===== src/rtl/vfge_pkg.sv =====
package vfge_pkg;
  parameter int LANE_W  = 32;
  parameter int LANES   = 4;
  parameter int EXP_W   = 8;
  parameter int FRAC_W  = 23;
  parameter int INSTR_W = 32;
  // Record flag positions, numbered with bit 0 as the MSB of the word
  parameter int REC_POS_STD = 21;
  parameter int REC_POS_EXT = 27;
  localparam int VEC_W = LANE_W * LANES;
  localparam int CR_W  = 4;
endpackage


===== src/rtl/vfge_lane.sv =====
module vfge_lane
  import vfge_pkg::*;
(
  input  logic [LANE_W-1:0] a_i,
  input  logic [LANE_W-1:0] b_i,
  input  logic              flush_i,
  output logic              ge_o
);
  localparam int MAG_W = LANE_W - 1;

  logic             a_sign, b_sign;
  logic [EXP_W-1:0] a_exp, b_exp;
  logic [FRAC_W-1:0] a_frac, b_frac;
  logic             a_nan, b_nan, a_den, b_den;
  logic [MAG_W-1:0] a_mag, b_mag;
  logic             both_zero;

  always_comb begin
    a_sign = a_i[LANE_W-1];
    b_sign = b_i[LANE_W-1];
    a_exp  = a_i[LANE_W-2 -: EXP_W];
    b_exp  = b_i[LANE_W-2 -: EXP_W];
    a_frac = a_i[FRAC_W-1:0];
    b_frac = b_i[FRAC_W-1:0];
    a_nan  = (&a_exp) && (|a_frac);
    b_nan  = (&b_exp) && (|b_frac);
    a_den  = (a_exp == '0) && (|a_frac);
    b_den  = (b_exp == '0) && (|b_frac);
    a_mag  = (flush_i && a_den) ? '0 : a_i[MAG_W-1:0];
    b_mag  = (flush_i && b_den) ? '0 : b_i[MAG_W-1:0];
    both_zero = (a_mag == '0) && (b_mag == '0);

    if (a_nan || b_nan)        ge_o = 1'b0;
    else if (both_zero)        ge_o = 1'b1;
    else if (a_sign != b_sign) ge_o = ~a_sign;
    else if (!a_sign)          ge_o = (a_mag >= b_mag);
    else                       ge_o = (a_mag <= b_mag);
  end
endmodule


===== src/rtl/vfge_recsel.sv =====
module vfge_recsel
  import vfge_pkg::*;
(
  input  logic [INSTR_W-1:0] instr_i,
  input  logic               ext_i,
  output logic               rec_o
);
  localparam int STD_IDX = INSTR_W - 1 - REC_POS_STD;
  localparam int EXT_IDX = INSTR_W - 1 - REC_POS_EXT;

  always_comb begin
    rec_o = ext_i ? instr_i[EXT_IDX] : instr_i[STD_IDX];
  end
endmodule


===== src/rtl/vfge_unit.sv =====
module vfge_unit
  import vfge_pkg::*;
(
  input  logic               clk,
  input  logic               rst_n,
  input  logic               cfg_we,
  input  logic               cfg_flush,
  input  logic               in_valid,
  input  logic [VEC_W-1:0]   in_a,
  input  logic [VEC_W-1:0]   in_b,
  input  logic [INSTR_W-1:0] in_instr,
  input  logic               in_ext_enc,
  output logic               out_valid,
  output logic [VEC_W-1:0]   out_mask,
  output logic [CR_W-1:0]    out_cr,
  output logic               out_cr_we
);
  // Reset synchronizer: asserts at once, releases on a clock edge
  logic [1:0] rst_sync_q;
  logic       rst_int_n;

  always_ff @(posedge clk or negedge rst_n) begin
    if (!rst_n) rst_sync_q <= 2'b00;
    else        rst_sync_q <= {rst_sync_q[0], 1'b1};
  end
  assign rst_int_n = rst_sync_q[1];

  logic [LANES-1:0] lane_ge;
  logic             flush_q, flush_d;
  logic             rec_flag;

  for (genvar k = 0; k < LANES; k++) begin : g_lane
    vfge_lane u_lane (
      .a_i    (in_a[k*LANE_W +: LANE_W]),
      .b_i    (in_b[k*LANE_W +: LANE_W]),
      .flush_i(flush_q),
      .ge_o   (lane_ge[k])
    );
  end

  vfge_recsel u_recsel (
    .instr_i(in_instr),
    .ext_i  (in_ext_enc),
    .rec_o  (rec_flag)
  );

  logic               valid_d, cr_we_d;
  logic [VEC_W-1:0]   mask_d;
  logic [CR_W-1:0]    cr_d;

  always_comb begin
    flush_d = cfg_we ? cfg_flush : flush_q;
    valid_d = in_valid;
    cr_we_d = in_valid & rec_flag;
    mask_d  = out_mask;
    cr_d    = out_cr;
    if (in_valid) begin
      for (int k = 0; k < LANES; k++)
        mask_d[k*LANE_W +: LANE_W] = {LANE_W{lane_ge[k]}};
      cr_d = {&lane_ge, 1'b0, ~|lane_ge, 1'b0};
    end
  end

  always_ff @(posedge clk or negedge rst_int_n) begin
    if (!rst_int_n) begin
      flush_q   <= 1'b1;
      out_valid <= 1'b0;
      out_cr_we <= 1'b0;
      out_mask  <= '0;
      out_cr    <= '0;
    end else begin
      flush_q   <= flush_d;
      out_valid <= valid_d;
      out_cr_we <= cr_we_d;
      out_mask  <= mask_d;
      out_cr    <= cr_d;
    end
  end
endmodule


===== config.mk =====
export PLATFORM = sky130hd
export DESIGN_NAME = vfge_unit
export DESIGN_NICKNAME = d
export VERILOG_FILES = /design/src/rtl/vfge_pkg.sv /design/src/rtl/vfge_lane.sv /design/src/rtl/vfge_recsel.sv /design/src/rtl/vfge_unit.sv
export SDC_FILE = /design/constraint.sdc
export NUM_CORES = 1
export LEC_CHECK = 0
export BUFFER_PORTS_ARGS = -buffer_cell sky130_fd_sc_hd__clkbuf_2
export CELL_PAD_IN_SITES_DETAIL_PLACEMENT = 1
export CELL_PAD_IN_SITES_GLOBAL_PLACEMENT = 2
export CORE_UTILIZATION = 23
export DETAILED_ROUTE_END_ITERATION = 8
export PLACE_DENSITY_LB_ADDON = 0.2
export RECOVER_POWER = 50
export SYNTH_ARGS = -nofsm -noshare
export SYNTH_HDL_FRONTEND = slang
export SYNTH_SLANG_ARGS = --single-unit

===== constraint.sdc =====
create_clock -name clk -period 2.8 [get_ports clk]
set_clock_uncertainty 0.1 [all_clocks]
set_input_delay 0 -clock clk [delete_from_list [all_inputs] [get_ports clk]]
set_output_delay 0 -clock clk [all_outputs]
set_load 0.02 [all_outputs]

* Yosys cells after proc, flatten, opt, wreduce, memory -nomap -nowiden *
Index checks and enable logic that the tools add are counted.

word-level totals
  logic and storage cells = 115
  input bits = 294
  bits in registers = 104
  output and inout port bits = 134

cells by class
  multiplexer cells = 25
  reductions and logical operators = 67
  bitwise logic cells = 5
  $lt $le $gt $ge = 8
  equality and inequality tests = 4

operator list
  operator                         count
  zero test 31 bit                 8
  2-to-1 mux 31 bit                8
  OR reduction 23 bit              8
  >= comparator 31 bit             4
  less-or-equal comparator 31 bit  4
  zero test 8 bit                  8
  AND reduction 8 bit              8
  logical AND 1 bit                28
  2-to-1 mux 1 bit                 17
  logical OR 1 bit                 4
  inequality test 1 bit            4
  NOT 1 bit                        4
  AND reduction 4 bit              1
  OR reduction 4 bit               1
  bitwise AND 1 bit                1
  zero test 1 bit                  1

* Logic depth before layout (Yosys ltp) *
Gate-level depths: netlist of run 1.

  depth in word-level cells = 11
  gate-level depth with buffers = 15
  depth with buffers taken out = 14

* By module *
A second synthesis of run 1 with hierarchy kept.

unflattened totals
  cell total of the unflattened synthesis = 913
  area total of the unflattened synthesis = 6,536.3 um^2

modules (own cells, without submodules)
  module                             sequential area each (um^2)  cells each  times used  area each (um^2)
  vfge_lane at g_lane[1].u_lane ...  0.0                          191         2           1,330.0
  vfge_unit                          276.5                        151         1           1,342.5
  vfge_lane at g_lane[0].u_lane      0.0                          188         1           1,268.7
  vfge_lane at g_lane[3].u_lane      0.0                          191         1           1,249.9
  vfge_recsel                        0.0                          1           1           15.0

* Least setup slack after synthesis of run 1 *
Ideal clock, no wire load.

  path kind = reg2reg
  from = register flush_q
  to = register out_cr[1]
  required time = 2.596 ns
  buffers on the path = 2
  slack = -0.684 ns
  arrival = 3.281 ns
  setup time = 0.104 ns
  cell stages (with the launch flop) = 14
  clock period less this slack = 3.484 ns
  cells stage by stage = dfstp_2 -> buf_1 -> nand2_1 -> or2_2 -> clkbuf_1 -> and2_1 -> ha_1 -> a21oi_1 -> o21ai_0 -> a221oi_1 -> o211ai_1 -> o311a_1 -> a32o_1 -> o41ai_2

on the way
  longest elaborated chain between the ends = 9
  elaborated cells between the ends (all ways) = 54
  classes of those cells = 8 x order compare; 24 x mux; 22 x reduce/logical

ends and longest elaborated chain
  element                                                                  RTL line                          RTL
  from (decl)                                                              vfge_unit.sv:29                   logic flush_q, flush_d;
  from (signal assigned)                                                   vfge_unit.sv:72                   flush_q <= flush_d;
  logical AND 1 bit (on tied branches)                                     vfge_lane.sv:29, vfge_lane.sv:30
  2-to-1 mux 31 bit (on tied branches)                                     vfge_lane.sv:29, vfge_lane.sv:30
  >= comparator 31 bit or less-or-equal comparator 31 bit (tied branches)  vfge_lane.sv:36, vfge_lane.sv:37
  2-to-1 mux 1 bit                                                         vfge_lane.sv:36                   else if (!a_sign) ge_o = (a_mag >= b_mag);
  2-to-1 mux 1 bit                                                         vfge_lane.sv:35                   else if (a_sign != b_sign) ge_o = ~a_sign;
  2-to-1 mux 1 bit                                                         vfge_lane.sv:34                   else if (both_zero) ge_o = 1'b1;
  2-to-1 mux 1 bit                                                         vfge_lane.sv:33                   if (a_nan || b_nan) ge_o = 1'b0;
  OR reduction 4 bit (*)                                                   vfge_unit.sv:60                   cr_d = {&lane_ge, 1'b0, ~|lane_ge, 1'b0};
  zero test 1 bit (*)                                                      vfge_unit.sv:60
  to (signal assigned)                                                     vfge_unit.sv:76                   out_cr <= cr_d;
  to (decl)                                                                vfge_unit.sv:15                   output logic [CR_W-1:0] out_cr,

Mark *: on every way between the ends. The rest lies on a longest branch, timed or not.
A chain may end at the register's enable or synchronous reset.

* Worst setup path in the final report of run 1 *
Same ends and word-level chain as after synthesis.

==> results of run 1 <==
[routing by layer]
layer | GRT usage | part of all wire | vias up
li1 | - | - | 4186
met1 | 0.235 | 0.44 | 3792
met2 | 0.353 | 0.50 | 219
met3 | 0.0269 | 0.045 | 20
met4 | 0.0215 | 0.0086 | 2
met5 | 0 | 0.00046 | -
[kinds of logic (layout without fill, tap and decap cells)]
logic type | Yosys count | count (layout) | synth area share
flops | 11 | 11 | 0.0438
mux | 4 | 4 | 0.00693
fa+ha+maj | 124 | 124 | 0.246
other cells | 2 | 4 | 0.00119
simple gates | 431 | 433 | 0.364
buf+inv | 215 | 738 | 0.204
compound gates | 130 | 130 | 0.135
[sequential cells by signal, indices dropped and copies added, names as in the netlist]
register and flops:
out_cr 2, flush_q 1, out_cr_we 1, rst_sync_q 2, out_mask 4, out_valid 1
[final cells by class]
| class | instances | area, um^2 |
|---|---|---|
| Inverter | 40 | 150 |
| Timing Repair Buffer | 694 | 4300 |
| Multi-Input combinational cell | 694 | 5730 |
| Antenna cell | 1 | 2.50 |
| Clock buffer | 4 | 78.8 |
| Tap cell | 341 | 427 |
| Fill cell | 3431 | 16000 |
| Sequential cell | 11 | 277 |
[worst paths after layout]
| path | start | endpoint | slack [ps] | cells after the start |
|---|---|---|---|---|
| max in group asynchronous | rst_sync_q[1] | flush_q | 2210 | 0 |
| min reg2reg | rst_sync_q[1] | out_cr_we | 60 | 0 |
| max reg2reg | flush_q | out_cr[1] | -460 | 13 |
| min in group clk | in_a[63] | out_mask[63] | 120 | 4 |
| max | flush_q | out_cr[1] | -460 | 13 |
| min | rst_n | rst_sync_q[0] | 10 | 2 |
[report_power, final]
part	leakage, nW	switching, mW	internal, mW
clock network	0.0382	0.0681	0.191
registers	0.132	0.0835	0.175
logic	5.45	1.07	0.886
[worst max-delay path: cells and delay by family, from the launching register on]
kind            cells  cell delay (ps)
flops               1              570
fa+ha+maj           1              300
simple gates        5              800
buf+inv             3              450
compound gates      4              920
[per-stage QoR]
step                      TNS (ps)  setup WS (ps)  power [mW]  cell area [um^2]
after global placement       -3320           -646        2.03              9820
final                        -2320           -461        2.47             11000
after global routing         -3360           -660        2.68             11000
after detailed placement     -3610           -709        2.06              9820
after floorplan               -802           -255        1.51              6500
after CTS                    -2390           -473        2.45             10700
[repair_timing]
action / in CTS / in global routing
resized for setup: 105 / 68
hold buffers: 6 / 0
pin swaps: 65 / 46
gates cloned: 5 / 0
setup buffers: 17 / 4
setup endpoints to repair: 6 / 6
hold endpoints to repair: 6 / 0
[layout by cell type, fill, tap and decap left out, types with 33 or more instances in the layout]
master,Yosys,routed
nor2_1,37,34
ha_4,0,33
nand2_1,138,109
ha_1,124,90
clkbuf_1,47,62
buf_4,126,275
and2_1,94,67
nor4_1,43,40
a21oi_1,52,42
inv_1,40,40
nand4_1,53,53
clkbuf_2,0,334
==> results_dict.tcl, run 1 <==
set metrics [dict create \
    setup_viol 6 \
    syn_area_per_cell_um2 6.89 \
    cts.clk_slew.worst_paths_ps 40 \
    wl_per_cell_um 15.7 \
    yosys_warnings 0 \
    synth_ff_type "dfrtp_1" \
    htreeDepth 1 \
    worst_slew_pin_slew_ps 1010 \
    synth_most_common_cell "nand2_1" \
    initial_core_util 0.234 \
    netlist_area_um2 6320 \
    wirelength_um 28000 \
    cts-root-buf "clkbuf_16" \
    final_antenna_net_count 0 \
    synth_edf_count 0 \
    async_flop_share 1.00 \
    num_rows 60 \
    clock_sinks 11 \
    final_nets 1862 \
    critPathCaptureType "register" \
    synth_common_cells "nand2_1 (138), buf_4 (126), ha_1 (124), and2_1 (94), nand4_1 (53)" \
    post-route-period-util 1.16 \
    portBuffers 395 \
    maxSlewHeadroom 0.329 \
    first_pass_iters 4 \
    placed_cells 1751 \
    whs_ps 12.1 \
    p_leak_nw 5.62 \
    path_cells "buf_12 -> o211ai_1 -> buf_6 -> and2_1 -> ha_1 -> nand4_1 -> nor3_1 -> a221oi_1 -> nor3b_2 -> buf_4 -> a311o_1 -> and2_4 -> o41ai_2" \
    dr_total_vias 8219 \
    grt_util_all_layers 0.190 \
    grt_max_degree 34 \
    clock_path_buffers 2 \
    grt_remaining_overflow 0 \
    violations "setup timing" \
    drive_above_1_share 0.548 \
    antenna_found_initial 2 \
    hold_path_class "input port to async pin" \
    gp_congestion 0.808 \
    maxCapViolCount 0 \
    synth_top_cell_area_share 0.246 \
    cts_buffers 3 \
    setup_ws_ps -461 \
    hpwl_um 24300 \
    max_clock_freq_mhz 307 \
    syn_to_final_growth_pct 73.5 \
    ir_drop_uv 205 \
    core-area_um2 27000 \
    crit_fanout 21 \
    crit_path_max_incr_delay_ps 570 \
    drc 0 \
    grt_pass1_vias 8741 \
    dieHeight_um 168 \
    cp_slowest_cell "dfstp_2" \
    yosys_register_bits 11 \
    hold_viol 0 \
    critPathRequiredTime_ps 2830 \
    netlist_instances 917 \
    period_minus_slack_ps 3260 \
    crit_arrival_ps 3290 \
    die_area_um2 28100 \
    rsz0062_at_grt "yes" \
    tritoncts "done" \
    synth.distinct_cells 61 \
    status "finished with violations" \
    boundaryPins 428 \
    insertion_delay_ps 240 \
    grt_pass1_wl_um 43500 \
    slew_violations 0 \
    synth.area.top_cells "ha_1 (25%), buf_4 (15%), and2_1 (9.3%)" \
    cp-start-kind "register" \
    drt_iter0_drc 181 \
    finish.utilization 0.407 \
    yosys.area.top_type "ha_1" \
    die_w_um 168 \
    viasPerCell 4.60 \
    final_cells 1785 \
    yosysSeqAreaShare 0.0438 \
    power_density_nw_per_um2 225 \
    critPathKind "register to register" \
]
Note: power is estimated with default switching activity, not from simulation.
==> run 2, diff against run 1 <==
SYNTH_HIERARCHICAL = 1   (was default)
==> results_dict.tcl, run 2 <==
set metrics [dict create \
    status "finished with violations" \
    violations "setup timing" \
    dp_slack_ps -875 \
    drive_above_1_share 0.584 \
    drt_iter0_drc 121 \
    p_seq_frac 0.089 \
    ir_drop_uv 157 \
    grt_util_all_layers 0.182 \
    path_delay_family "simple AND/OR/NAND/NOR gates" \
    critPathRequiredTime_ps 2820 \
    drc 0 \
    tritoncts "done" \
    cp.buffers_inverters 3 \
    num_rows 61 \
    crit_fanout 6 \
    synth.area.top_cells "ha_1 (24%), buf_4 (14%), nand2_1 (7.8%)" \
    syn_to_final_growth_pct 72.5 \
    insertion_delay_ps 230 \
    hold_path_class "input port to async pin" \
    setup_ws_ps -554 \
    cp_slowest_cell "dfstp_2" \
    power.total_mw 2.63 \
    largest-register "out_mask" \
    maxSlewHeadroom 0.00506 \
    dr_total_vias 8341 \
    yosys.area.top_type "ha_1" \
    die_area_um2 29100 \
    hpwl_um 24600 \
    dieHeight_um 171 \
    syn_area_per_cell_um2 7.16 \
    clock_sinks 11 \
    final_nets 1863 \
    netlist_area_um2 6540 \
    synth_top_family_by_area "simple AND/OR/NAND/NOR gates" \
    yosysSeqAreaShare 0.0423 \
    cts-root-buf "clkbuf_16" \
    crit_path_max_incr_delay_ps 600 \
    cp-start-kind "register" \
    slew_violations 0 \
    viasPerCell 4.57 \
    pwr-share-clk 0.097 \
    intPower_mw 1.32 \
    gp_congestion 0.819 \
    post-route-period-util 1.20 \
    synth.distinct_cells 62 \
    wl_per_cell_um 15.6 \
    switchingPower_mw 1.32 \
    max_clock_freq_mhz 298 \
    maxCapViolCount 0 \
    critPathKind "register to register" \
    largest_reg_flops 4 \
    async_flop_share 1.00 \
    yosys.area_share.simple 0.375 \
    rsz0062_at_grt "yes" \
    cts.clk_slew.worst_paths_ps 40 \
    yosys_warnings 6 \
    path_cells "buf_12 -> o211ai_1 -> buf_4 -> buf_12 -> and2_4 -> ha_4 -> nand4_1 -> nor4_4 -> nand2_1 -> o221a_4 -> o32ai_4 -> nor4_4 -> mux2_4" \
    synth_top_cell_area_share 0.237 \
    first_pass_iters 4 \
    p_leak_nw 5.72 \
    p_sw_frac 0.500 \
    synth-compound-area-share 0.125 \
    power_density_nw_per_um2 234 \
    wirelength_um 28500 \
    synth_xor_area_frac 0 \
    grt_pass1_vias 8567 \
    initial_core_util 0.235 \
    boundaryPins 428 \
    worst_slew_pin_slew_ps 1490 \
    synth_fa_ha_area_frac 0.237 \
    htreeDepth 1 \
    comb_power_share 0.814 \
    netlist_instances 913 \
    final_antenna_net_count 0 \
    die_w_um 171 \
    grt_pass1_wl_um 42600 \
    synthMuxAreaShare 0.0142 \
    layout_commonest_cell "clkbuf_2" \
    core-area_um2 27900 \
    critPathCaptureType "register" \
    cts_buffers 3 \
    reg_top3 "out_mask: 4 flops, out_cr: 2 flops, rst_sync_q: 2 flops" \
    synth_most_common_cell "nand2_1" \
    synth_edf_count 0 \
    grt_remaining_overflow 0 \
    synth_common_cells "nand2_1 (136), buf_4 (126), ha_1 (124), a21oi_1 (61), nand4_1 (53)" \
    synth_ff_type "dfrtp_1" \
    final_cell_mix "clkbuf_2 (337), buf_4 (272), nand2_1 (120)" \
    crit_arrival_ps 3370 \
    grt_max_degree 34 \
    hold_viol 0 \
    finalSetupTns_ps -2790 \
    clock_path_buffers 2 \
    period_minus_slack_ps 3350 \
    yosys_register_bits 11 \
    setup_viol 6 \
    dpl_cell_area_um2 10100 \
    finalInstanceArea_um2 11300 \
    portBuffers 395 \
    antenna_found_initial 5 \
]
## run 2: changes by cell type after synthesis, moves of 7 or more
cell	previous run	this run
a21oi_1	52	61
o21ai_1	0	7
a211oi_1	10	3
nor4_1	43	51
and2_4	0	38
and2_1	94	48
and2_2	0	7
nor2_1	37	26
clkbuf_1	47	35
## run 2: layout make-up
cell class / count / area, um^2
Timing Repair Buffer: 698 / 4420
Multi-Input combinational cell: 696 / 5890
Inverter: 35 / 131
Fill cell: 3585 / 16600
Tap cell: 378 / 473
Clock buffer: 4 / 78.8
Antenna cell: 2 / 5.00
Sequential cell: 11 / 277
## run 2: repair_timing
item                                    in CTS  in global routing
pin swaps                                   42                 66
endpoints found under the setup margin       6                  6
setup buffers                                5                  8
gates cloned                                 3                  7
hold buffers                                 4                  0
endpoints found under the hold margin        4                  0
resized for setup                           67                 89
## run 2: cell families after synthesis
family | Yosys count
multiplexers | 8
AND/OR/NAND/NOR | 429
flip-flops | 11
AO/OA/AOI/OAI | 129
adder cells (fa/ha/maj) | 124
other | 2
buffers and inverters | 210
## run 2: worst paths after layout
| path | cells after the start | startpoint | slack [ps] | endpoint |
|---|---|---|---|---|
| worst max-delay path | 13 | flush_q | -550 | out_cr[1] |
| worst min-delay path | 2 | rst_n | 20 | rst_sync_q[0] |
| worst max register to register | 13 | flush_q | -550 | out_cr[1] |
| worst min register to register | 0 | rst_sync_q[1] | 50 | out_mask[96] |
| max in group asynchronous | 0 | rst_sync_q[1] | 2240 | flush_q |
| min in group clk | 3 | in_instr[4] | 50 | out_cr_we |
## run 2: power by group through the flow
| stage | Combinational (mW) | Clock (mW) | Sequential, mW |
|---|---|---|---|
| floorplan | 1.40 | 0 | 0.273 |
| CTS | 2.07 | 0.262 | 0.236 |
| global placement | 1.97 | 0 | 0.236 |
| global route | 2.35 | 0.271 | 0.244 |
| finish | 2.15 | 0.255 | 0.233 |
| detailed placement | 1.99 | 0 | 0.239 |
## run 2: metal layers
metal  GRT usage  part of all wire  vias up
li1            -                 -     4207
met5           0                 0        -
met3      0.0194             0.047       24
met1       0.223              0.43     3859
met4      0.0400             0.016        0
met2       0.339              0.50      251
## run 2: through the flow
| stage | cells | hold slack (ps) | util |
|---|---|---|---|
| after global placement | 1793 | -314 | 0.364 |
| after global routing | 1824 | 56.4 | 0.405 |
| after floorplan | 914 | -396 | - |
| final | 1824 | 23.9 | 0.405 |
| after CTS | 1808 | 24.8 | 0.383 |
| after detailed placement | 1793 | -312 | 0.364 |
==> run 3, diff against run 2 <==
SKIP_LAST_GASP = 1   (was default)
==> results_dict.tcl, run 3 (synthesized netlist as in run 2, its figures left out) <==
set metrics [dict create \
    p_leak_nw 5.71 \
    grt_max_degree 34 \
    finalInstanceArea_um2 11200 \
    worst_slew_pin_slew_ps 1440 \
    final_cell_mix "clkbuf_2 (337), buf_4 (271), nand2_1 (121)" \
    period_minus_slack_ps 3330 \
    p_sw_frac 0.500 \
    syn_to_final_growth_pct 71.6 \
    post-route-period-util 1.19 \
    wl_per_cell_um 15.4 \
    critPathRequiredTime_ps 2820 \
    slew_violations 0 \
    first_pass_iters 4 \
    violations "setup timing" \
    crit_fanout 6 \
    setup_viol 6 \
    dpl_cell_area_um2 10100 \
    critPathKind "register to register" \
    finalSetupTns_ps -2700 \
    wirelength_um 28100 \
    comb_power_share 0.814 \
    fillers 3596 \
    cts.clk_slew.worst_paths_ps 40 \
    cts-root-buf "clkbuf_16" \
    power_density_nw_per_um2 234 \
    critPathCaptureType "register" \
    core-area_um2 27900 \
    status "finished with violations" \
    setup_ws_ps -529 \
    insertion_delay_ps 230 \
    crit_path_max_incr_delay_ps 600 \
    viasPerCell 4.56 \
    grt_pass1_wl_um 42500 \
    dr_total_vias 8299 \
    cp-start-kind "register" \
    maxSlewHeadroom 0.0409 \
    final_antenna_net_count 0 \
    grt_pass1_vias 8546 \
    reg_top3 "out_mask: 4 flops, out_cr: 2 flops, rst_sync_q: 2 flops" \
    layout_commonest_cell "clkbuf_2" \
    htreeDepth 1 \
    r2r_cells 14 \
    cp.buffers_inverters 3 \
    grt_remaining_overflow 0 \
    num_rows 61 \
    grt_busiest_layer "met2" \
    antenna_found_initial 5 \
    path_cells "buf_12 -> o211ai_1 -> buf_4 -> buf_12 -> and2_4 -> ha_4 -> nand4_1 -> nor4_4 -> a211oi_2 -> a21oi_2 -> nor3_2 -> o32ai_4 -> nor4_4 -> mux2_4" \
    cts_buffers 3 \
    die_area_um2 29100 \
    drc 0 \
    grtUsageMet1 0.223 \
    seq_area_um2 277 \
    crit_arrival_ps 3350 \
    boundaryPins 428 \
    switchingPower_mw 1.31 \
    grtUsageMet3 0.0194 \
    portBuffers 395 \
    initial_core_util 0.235 \
    cp_slowest_cell "dfstp_2" \
    p_seq_frac 0.089 \
    gp_congestion 0.819 \
    maxCapViolCount 0 \
    hpwl_um 24600 \
    gr-usage-met2 0.338 \
    largest_reg_flops 4 \
    intPower_mw 1.31 \
    clock_sinks 11 \
    worst-path-stages 14 \
    final_nets 1859 \
    rsz0062_at_grt "yes" \
    drt_iter0_drc 158 \
    pwr-share-clk 0.097 \
    tritoncts "done" \
    clock_path_buffers 2 \
    largest-register "out_mask" \
    multiInputGateArea_um2 5830 \
    dieHeight_um 171 \
    path_delay_family "simple AND/OR/NAND/NOR gates" \
    ir_drop_uv 157 \
    max_clock_freq_mhz 300 \
    hold_viol 0 \
    hold_path_class "input port to async pin" \
    grt_util_all_layers 0.182 \
    drive_above_1_share 0.581 \
    whs_ps 23.1 \
    die_w_um 171 \
]
==> run 3: worst register-to-register path, cell delays in order (launching register included) <==
cell and delay [ps]:
dfstp_2 600, buf_12 130, o211ai_1 90, buf_4 200, buf_12 140, and2_4 140, ha_4 260, nand4_1 200
nor4_4 380, a211oi_2 90, a21oi_2 160, nor3_2 70, o32ai_4 350, nor4_4 50, mux2_4 260
==> run 3: layer usage <==
layer	wire, um	vias to the layer above
met5	0	-
met4	500	0
met3	1290	28
met2	14000	251
met1	12300	3824
li1	-	4196
==> run 3: worst paths after layout <==
check                         startpoint  slack (ps)       endpoint
max in group asynchronous  rst_sync_q[1]        2240        flush_q
max                              flush_q        -530      out_cr[1]
min                                rst_n          20  rst_sync_q[0]
min reg2reg                rst_sync_q[1]          50   out_mask[96]
max reg2reg                      flush_q        -530      out_cr[1]
min in group clk             in_instr[4]          50      out_cr_we
==> run 3: stage by stage <==
step	total power, mW	cells	setup slack, ps	util
2_1_floorplan	1.67	914	-170	-
3_3_place_gp	2.20	1793	-853	0.364
3_5_place_dp	2.23	1793	-875	0.364
4_1_cts	2.57	1808	-544	0.382
5_1_grt	2.85	1820	-668	0.403
6_report	2.62	1820	-529	0.403
==> run 3: power groups by stage <==
| stage | Combinational, mW | Clock (mW) | Sequential, mW |
|---|---|---|---|
| after global placement | 1.97 | 0 | 0.236 |
| after detailed placement | 1.99 | 0 | 0.239 |
| after CTS | 2.07 | 0.262 | 0.236 |
| after floorplan | 1.40 | 0 | 0.273 |
| final | 2.13 | 0.255 | 0.234 |
| after global routing | 2.34 | 0.271 | 0.244 |
==> run 3: layout make-up <==
cell class	instances	area share
clock buffers	4	0.00703
well taps	378	0.0422
multi-input cells	693	0.520
repair buffers	697	0.394
flip-flops and latches	11	0.0247
inverters	35	0.0117
diodes	2	0.000446
==> run 3: repair_timing <==
action                                  4_1_cts  5_1_grt
pin swaps                                    42       54
resized for setup                            65       81
endpoints found under the hold margin         4        0
gates cloned                                  3        4
setup buffers                                 5        6
endpoints found under the setup margin        6        6
hold buffers                                  4        0
